<file path="config.mk">
export PLATFORM = sky130hd
export DESIGN_NAME = pwr_req_seq
export DESIGN_NICKNAME = d
export VERILOG_FILES = /design/src/rtl/pwr_req_pkg.sv /design/src/rtl/pwr_len_rom.sv /design/src/rtl/pwr_byte_buf.sv /design/src/rtl/pwr_req_seq.sv
export SDC_FILE = /design/constraint.sdc
export NUM_CORES = 2
export LEC_CHECK = 0
export ABC_AREA = 1
export BUFFER_PORTS_ARGS = -buffer_cell sky130_fd_sc_hd__buf_2
export CORE_MARGIN = 2
export CORE_UTILIZATION = 41
export CTS_BUF_LIST = sky130_fd_sc_hd__clkbuf_8 sky130_fd_sc_hd__clkbuf_16
export CTS_CLUSTER_SIZE = 14
export DETAILED_ROUTE_END_ITERATION = 10
export SYNTH_ARGS = -nofsm -noshare
export SYNTH_HDL_FRONTEND = slang
export SYNTH_SLANG_ARGS = --single-unit
</file>
<file path="constraint.sdc">
create_clock -name clk_i -period 2.6 [get_ports clk_i]
set_input_delay 0.65 -clock clk_i [delete_from_list [all_inputs] [get_ports clk_i]]
set_output_delay 0.65 -clock clk_i [all_outputs]
set_load 0.02 [all_outputs]
</file>
<file path="src/rtl/pwr_req_pkg.sv">
`timescale 1ns/1ps
package pwr_req_pkg;

  typedef enum logic [2:0] {
    S_IDLE, S_WAIT, S_OP, S_LEN, S_TXD, S_RXL, S_RXD, S_FIN
  } seq_state_e;

  typedef struct packed {
    logic signed [7:0] snd;
    logic signed [7:0] rcv;
  } len_pair_t;

  // -1 in a field: the count is carried on the link as a length byte
  function automatic len_pair_t lookup_len(input logic [7:0] op);
    len_pair_t p;
    p.snd = -8'sd1;
    p.rcv = op[3] ? -8'sd1 : 8'sd0;
    case (op)
      8'h10, 8'h11: begin p.snd = 8'sd1; p.rcv = 8'sd0;  end
      8'h21:        begin p.snd = 8'sd0; p.rcv = 8'sd0;  end
      8'h22:        begin p.snd = 8'sd2; p.rcv = 8'sd0;  end
      8'h30:        begin p.snd = 8'sd4; p.rcv = 8'sd0;  end
      8'h38:        begin p.snd = 8'sd0; p.rcv = 8'sd4;  end
      8'h3B:        begin p.snd = 8'sd2; p.rcv = 8'sd1;  end
      8'h6B:        begin p.snd = 8'sd0; p.rcv = 8'sd8;  end
      8'h78:        begin p.snd = 8'sd0; p.rcv = -8'sd1; end
      8'h7E:        begin p.snd = 8'sd4; p.rcv = 8'sd1;  end
      8'hD0:        begin p.snd = 8'sd0; p.rcv = 8'sd0;  end
      8'hEA:        begin p.snd = 8'sd0; p.rcv = 8'sd1;  end
      default: ;
    endcase
    return p;
  endfunction

endpackage

</file>
<file path="src/rtl/pwr_len_rom.sv">
`timescale 1ns/1ps
module pwr_len_rom
  import pwr_req_pkg::*;
(
  input  logic [7:0] op_i,
  output len_pair_t  pair_o
);
  assign pair_o = lookup_len(op_i);
endmodule

</file>
<file path="src/rtl/pwr_byte_buf.sv">
`timescale 1ns/1ps
module pwr_byte_buf #(
  parameter int DEPTH = 128,
  localparam int AW = $clog2(DEPTH)
) (
  input  logic          clk_i,
  input  logic          we_i,
  input  logic [AW-1:0] waddr_i,
  input  logic [7:0]    wdata_i,
  input  logic [AW-1:0] raddr_i,
  output logic [7:0]    rdata_o
);
  logic [7:0] mem_q [DEPTH];

  always_ff @(posedge clk_i) begin
    if (we_i) mem_q[waddr_i] <= wdata_i;
  end

  assign rdata_o = mem_q[raddr_i];
endmodule

</file>
<file path="src/rtl/pwr_req_seq.sv">
`timescale 1ns/1ps
module pwr_req_seq
  import pwr_req_pkg::*;
#(
  parameter int DEPTH = 128,
  localparam int AW = $clog2(DEPTH),
  localparam int CW = $clog2(DEPTH + 1)
) (
  input  logic          clk_i,
  input  logic          rst_ni,
  input  logic          start_i,
  input  logic [7:0]    opcode_i,
  input  logic [7:0]    tx_len_i,
  input  logic [7:0]    rx_room_i,
  input  logic          txb_we_i,
  input  logic [AW-1:0] txb_addr_i,
  input  logic [7:0]    txb_data_i,
  input  logic [AW-1:0] rxb_addr_i,
  output logic [7:0]    rxb_data_o,
  output logic          busy_o,
  output logic          done_o,
  output logic          err_o,
  output logic [CW-1:0] rx_count_o,
  input  logic          peer_idle_i,
  output logic          xfer_req_o,
  output logic          xfer_send_o,
  output logic [7:0]    xfer_byte_o,
  input  logic          xfer_done_i,
  input  logic [7:0]    xfer_rbyte_i
);
  localparam logic [7:0] DEPTH_B = 8'(DEPTH);

  seq_state_e state_q, rx_st;
  len_pair_t  pair_in, pair_q;
  logic [7:0] op_q, tx_len_q, room_q, idx_q, total_q;
  logic [CW-1:0] cnt_q;
  logic       err_q, bad_len, rx_we;
  logic [7:0] tx_rdata;

  pwr_len_rom u_rom (.op_i(opcode_i), .pair_o(pair_in));

  pwr_byte_buf #(.DEPTH(DEPTH)) u_txb (
    .clk_i(clk_i), .we_i(txb_we_i), .waddr_i(txb_addr_i), .wdata_i(txb_data_i),
    .raddr_i(idx_q[AW-1:0]), .rdata_o(tx_rdata)
  );

  assign rx_we = (state_q == S_RXD) && xfer_done_i && (idx_q < room_q);

  pwr_byte_buf #(.DEPTH(DEPTH)) u_rxb (
    .clk_i(clk_i), .we_i(rx_we), .waddr_i(idx_q[AW-1:0]), .wdata_i(xfer_rbyte_i),
    .raddr_i(rxb_addr_i), .rdata_o(rxb_data_o)
  );

  assign bad_len = (!pair_in.snd[7] && (tx_len_i != pair_in.snd[7:0]))
                || (tx_len_i > DEPTH_B);

  // first receive-phase state, chosen from the latched entry
  always_comb begin
    if (pair_q.rcv[7])              rx_st = S_RXL;
    else if (pair_q.rcv == 8'sd0)   rx_st = S_FIN;
    else                            rx_st = S_RXD;
  end

  always_comb begin
    xfer_req_o  = state_q inside {S_OP, S_LEN, S_TXD, S_RXL, S_RXD};
    xfer_send_o = state_q inside {S_OP, S_LEN, S_TXD};
    case (state_q)
      S_OP:    xfer_byte_o = op_q;
      S_LEN:   xfer_byte_o = tx_len_q;
      S_TXD:   xfer_byte_o = tx_rdata;
      default: xfer_byte_o = 8'h00;
    endcase
  end

  always_ff @(posedge clk_i or negedge rst_ni) begin
    if (!rst_ni) begin
      state_q  <= S_IDLE;
      pair_q   <= '0;
      op_q     <= '0;
      tx_len_q <= '0;
      room_q   <= '0;
      idx_q    <= '0;
      total_q  <= '0;
      cnt_q    <= '0;
      err_q    <= 1'b0;
    end else begin
      case (state_q)
        S_IDLE: if (start_i) begin
          op_q     <= opcode_i;
          tx_len_q <= tx_len_i;
          room_q   <= (rx_room_i > DEPTH_B) ? DEPTH_B : rx_room_i;
          pair_q   <= pair_in;
          cnt_q    <= '0;
          idx_q    <= '0;
          err_q    <= bad_len;
          state_q  <= bad_len ? S_FIN : S_WAIT;
        end
        S_WAIT: if (peer_idle_i) state_q <= S_OP;
        S_OP: if (xfer_done_i) begin
          if (pair_q.snd[7])          state_q <= S_LEN;
          else if (tx_len_q != 8'd0)  state_q <= S_TXD;
          else begin
            state_q <= rx_st;
            total_q <= pair_q.rcv[7:0];
          end
        end
        S_LEN: if (xfer_done_i) begin
          if (tx_len_q != 8'd0) state_q <= S_TXD;
          else begin
            state_q <= rx_st;
            total_q <= pair_q.rcv[7:0];
          end
        end
        S_TXD: if (xfer_done_i) begin
          if (idx_q == tx_len_q - 8'd1) begin
            idx_q   <= '0;
            state_q <= rx_st;
            total_q <= pair_q.rcv[7:0];
          end else begin
            idx_q <= idx_q + 8'd1;
          end
        end
        S_RXL: if (xfer_done_i) begin
          total_q <= xfer_rbyte_i;
          idx_q   <= '0;
          state_q <= (xfer_rbyte_i == 8'd0) ? S_FIN : S_RXD;
        end
        S_RXD: if (xfer_done_i) begin
          if (idx_q < room_q) cnt_q <= cnt_q + 1'b1;
          else                err_q <= 1'b1;
          if (idx_q == total_q - 8'd1) state_q <= S_FIN;
          else                         idx_q   <= idx_q + 8'd1;
        end
        S_FIN:   state_q <= S_IDLE;
        default: state_q <= S_IDLE;
      endcase
    end
  end

  assign busy_o     = (state_q != S_IDLE);
  assign done_o     = (state_q == S_FIN);
  assign err_o      = err_q;
  assign rx_count_o = cnt_q;

endmodule

</file>
==> metrics <==
hpwl dp 162 mm; synth unique cells 49; DP Area 98000 sq um; I/O Buffers 88; RSZ-0062 raised after global routing true; Tmin final 4.02 ns; nets@finish 9039; clock sink total 2105; status complete, but fails checks; GRT Util Overall 0.237; vias in the first global route 61327; Clock Latency Late Sink 0.85 ns; final instance area 110000 sq um; Avg Cell Area, Syn 10.8 sq um; filler instances 18378; worst clock skew 0.0395 ns; area leader, netlist edfxtp_1; CTS Buffer Depth 3; CTS root buffer clkbuf_16; Commonest cells post-synth nand2_1 (3345), edfxtp_1 (2048), nor2_1 (813); power per cell area 821 nW/um^2; flops & latches, synth 2105; via-per-instance ratio 5.34; first-pass GRT wire length 392 mm; commonest register cell after synthesis edfxtp_1; Worst Setup Path Type flop to output port; Setup TNS -415.53 ns; WL/cell 22.5 um; slew of the pin with the lowest slew margin 0.992 ns; Syn-to-layout area delta 24.8%; ANT nets after route 0; Ys Warns 0; fraction of registers with async set/reset 0.0271; die area 220000 sq um; DR DRC count 0; Area contributors post-synth edfxtp_1 (69%), nand2_1 (14%), nor2_1 (3.4%); drt first pass iters 6; Worst Setup Slack, final -1.42 ns; worst min path class input pin to flop; failing checks negative setup slack; EDFF count, synth 2048; Req. time, crit path 1.95 ns; relative slew slack 0.339; initial antenna violation count 1; share of layout cells above drive strength 1 0.204; # rows 170; placed cell count 11450; final setup fails 1044; via count 64043; most common cell in the synthesized netlist nand2_1; sequential area share after synthesis 0.711; Initial DRC Count 7159; largest net degree at the start of global routing 130; final period utilization 1.55; Fmax achieved 249 MHz; Total Routed Length 270 mm; Synth top area share 0.695; Worst-path clk slew 0.06 ns; max_cap viols 0; Boundary Pins 89; htree depth 4; Final Hold Fails 0; dpl ws -0.911 ns; Cells after Synth 8166; Die Ht 469 um; Cell Area, Synth 88500 sq um; CTS tree yes; nature of the critical path endpoint output port; RePlAce Congestion 0.918; TritonCTS buffer count 211; arrival time worst endpoint 3.37 ns; Initial Util 0.413; core area 215000 sq um; gr ovfl total 0; Pleak 42.9 nW; Die X 469 um; worst vdd ir 0.843 mV; CP Max Fanout 7; Post-Layout Cell Count 11987; diodes inserted 0; syn_nets 8237; Startpoint Class flop; Final Slew Violations 0
-- cell families (layout without fill, tap and decap cells) --
group                    after synthesis  after routing  share of synthesized area
AND/OR/NAND/NOR                     4538           4538                      0.199
XOR/XNOR                              23             23                    0.00243
flip-flops                          2105           2105                      0.711
buffers and inverters                614           1597                     0.0328
AO/OA/AOI/OAI                        875            875                     0.0534
adder cells (fa/ha/maj)               11             11                    0.00155
-- layout by cell type, fill, tap and decap left out, types with 12 or more instances in the layout --
cell type / instances
nor2_2: 39
o21ai_2: 45
clkinv_2: 39
clkinv_1: 58
nand3_2: 91
a21oi_1: 77
bufinv_16: 17
buf_12: 136
nor3_1: 33
o22ai_1: 184
buf_4: 654
clkbuf_16: 240
nand2_2: 172
buf_6: 95
nand2_4: 33
nor2_1: 738
o21ai_1: 163
nand2_1: 3142
nand3_1: 196
bufbuf_16: 12
nor2_4: 41
nand4_1: 17
buf_16: 48
dfrtp_1: 54
o21ai_0: 327
inv_1: 180
buf_8: 14
o22ai_2: 41
edfxtp_1: 2048
buf_2: 53
xnor2_1: 12
-- cell type report --
type | instances | area [sq um] | share of cell area
multi-input combinational | 5447 | 24900 | 0.226
tap | 2838 | 3550 | 0.0321
timing repair buffer | 1040 | 11500 | 0.104
timing repair inverter | 3 | 76.3 | 0.000691
sequential | 2105 | 62900 | 0.570
clock inverter | 173 | 1300 | 0.0118
inverter | 160 | 672 | 0.00608
clock buffer | 221 | 5460 | 0.0494
-- state kept, by name, indices dropped and copies added, names as in the netlist, 5 cells and up --
register	flops
tx_len_q	8
u_rxb.mem_q	1024
room_q	8
rx_count_o	8
u_txb.mem_q	1024
op_q	8
total_q	8
pair_q	5
idx_q	8
-- final timing paths --
path	endpoint	startpoint	cells after the start	slack, ns
setup / recovery	xfer_byte_o[1]	idx_q[0]	17	-1.42
hold / removal	room_q[3]	rx_room_i[3]	3	0.07
setup reg to reg	u_rxb.mem_q[66][1]	idx_q[0]	15	-0.49
hold reg to reg	pair_q[3]	pair_q[3]	1	0.51
max in group asynchronous	tx_len_q[6]	rst_ni	3	1.54
min in group asynchronous	rx_count_o[5]	rst_ni	2	0.41
-- repair_timing --
| action | in CTS | in global routing |
|---|---|---|
| cloned | 41 | 27 |
| gates resized for setup | 506 | 493 |
| buffers inserted | 53 | 28 |
| hold endpoints to repair | 27 | 0 |
| hold buffers | 3 | 0 |
| endpoints found under the setup margin | 1043 | 1057 |
| pin swaps | 182 | 168 |
-- routing by layer --
metal  track usage  share of wire  vias up
li1              -              -    29497
met1         0.326           0.41    31271
met2         0.384           0.47     2783
met3        0.0360          0.077      492
met4        0.0829          0.038        0
met5             0              0        -
-- critical path: stages (launching register included) --
cell	delay, ns
dfrtp_4	0.58
buf_12	0.20
buf_16	0.17
nand3_4	0.09
clkinvlp_4	0.19
buf_6	0.17
nand2_1	0.04
nand2_1	0.07
nor2_4	0.15
nand2_1	0.07
nand2_1	0.08
a21oi_2	0.06
nor2_1	0.12
buf_4	0.13
nand2_2	0.05
nand2_1	0.07
nand2_2	0.10
buf_6	0.15
-- power by group --
group          internal (W)  leakage (nW)  switching, W  total, W
Sequential           0.0376          19.1      0.000381    0.0380
Clock                0.0168          3.48        0.0131    0.0299
Combinational       0.00874          20.2        0.0140    0.0228
Total                0.0632          42.9        0.0275    0.0907
-- stage by stage --
| step | util | power, W | hold slack (ns) |
|---|---|---|---|
| finish | 0.515 | 0.0907 | 0.0658 |
| global route | 0.515 | 0.0945 | 0.0448 |
| CTS | 0.504 | 0.0903 | 0.0144 |
| detailed placement | 0.457 | 0.0576 | 0.489 |
| global placement | 0.457 | 0.0574 | 0.461 |
| floorplan | - | 0.0496 | 0.354 |
(Power assumes the default switching activity.)
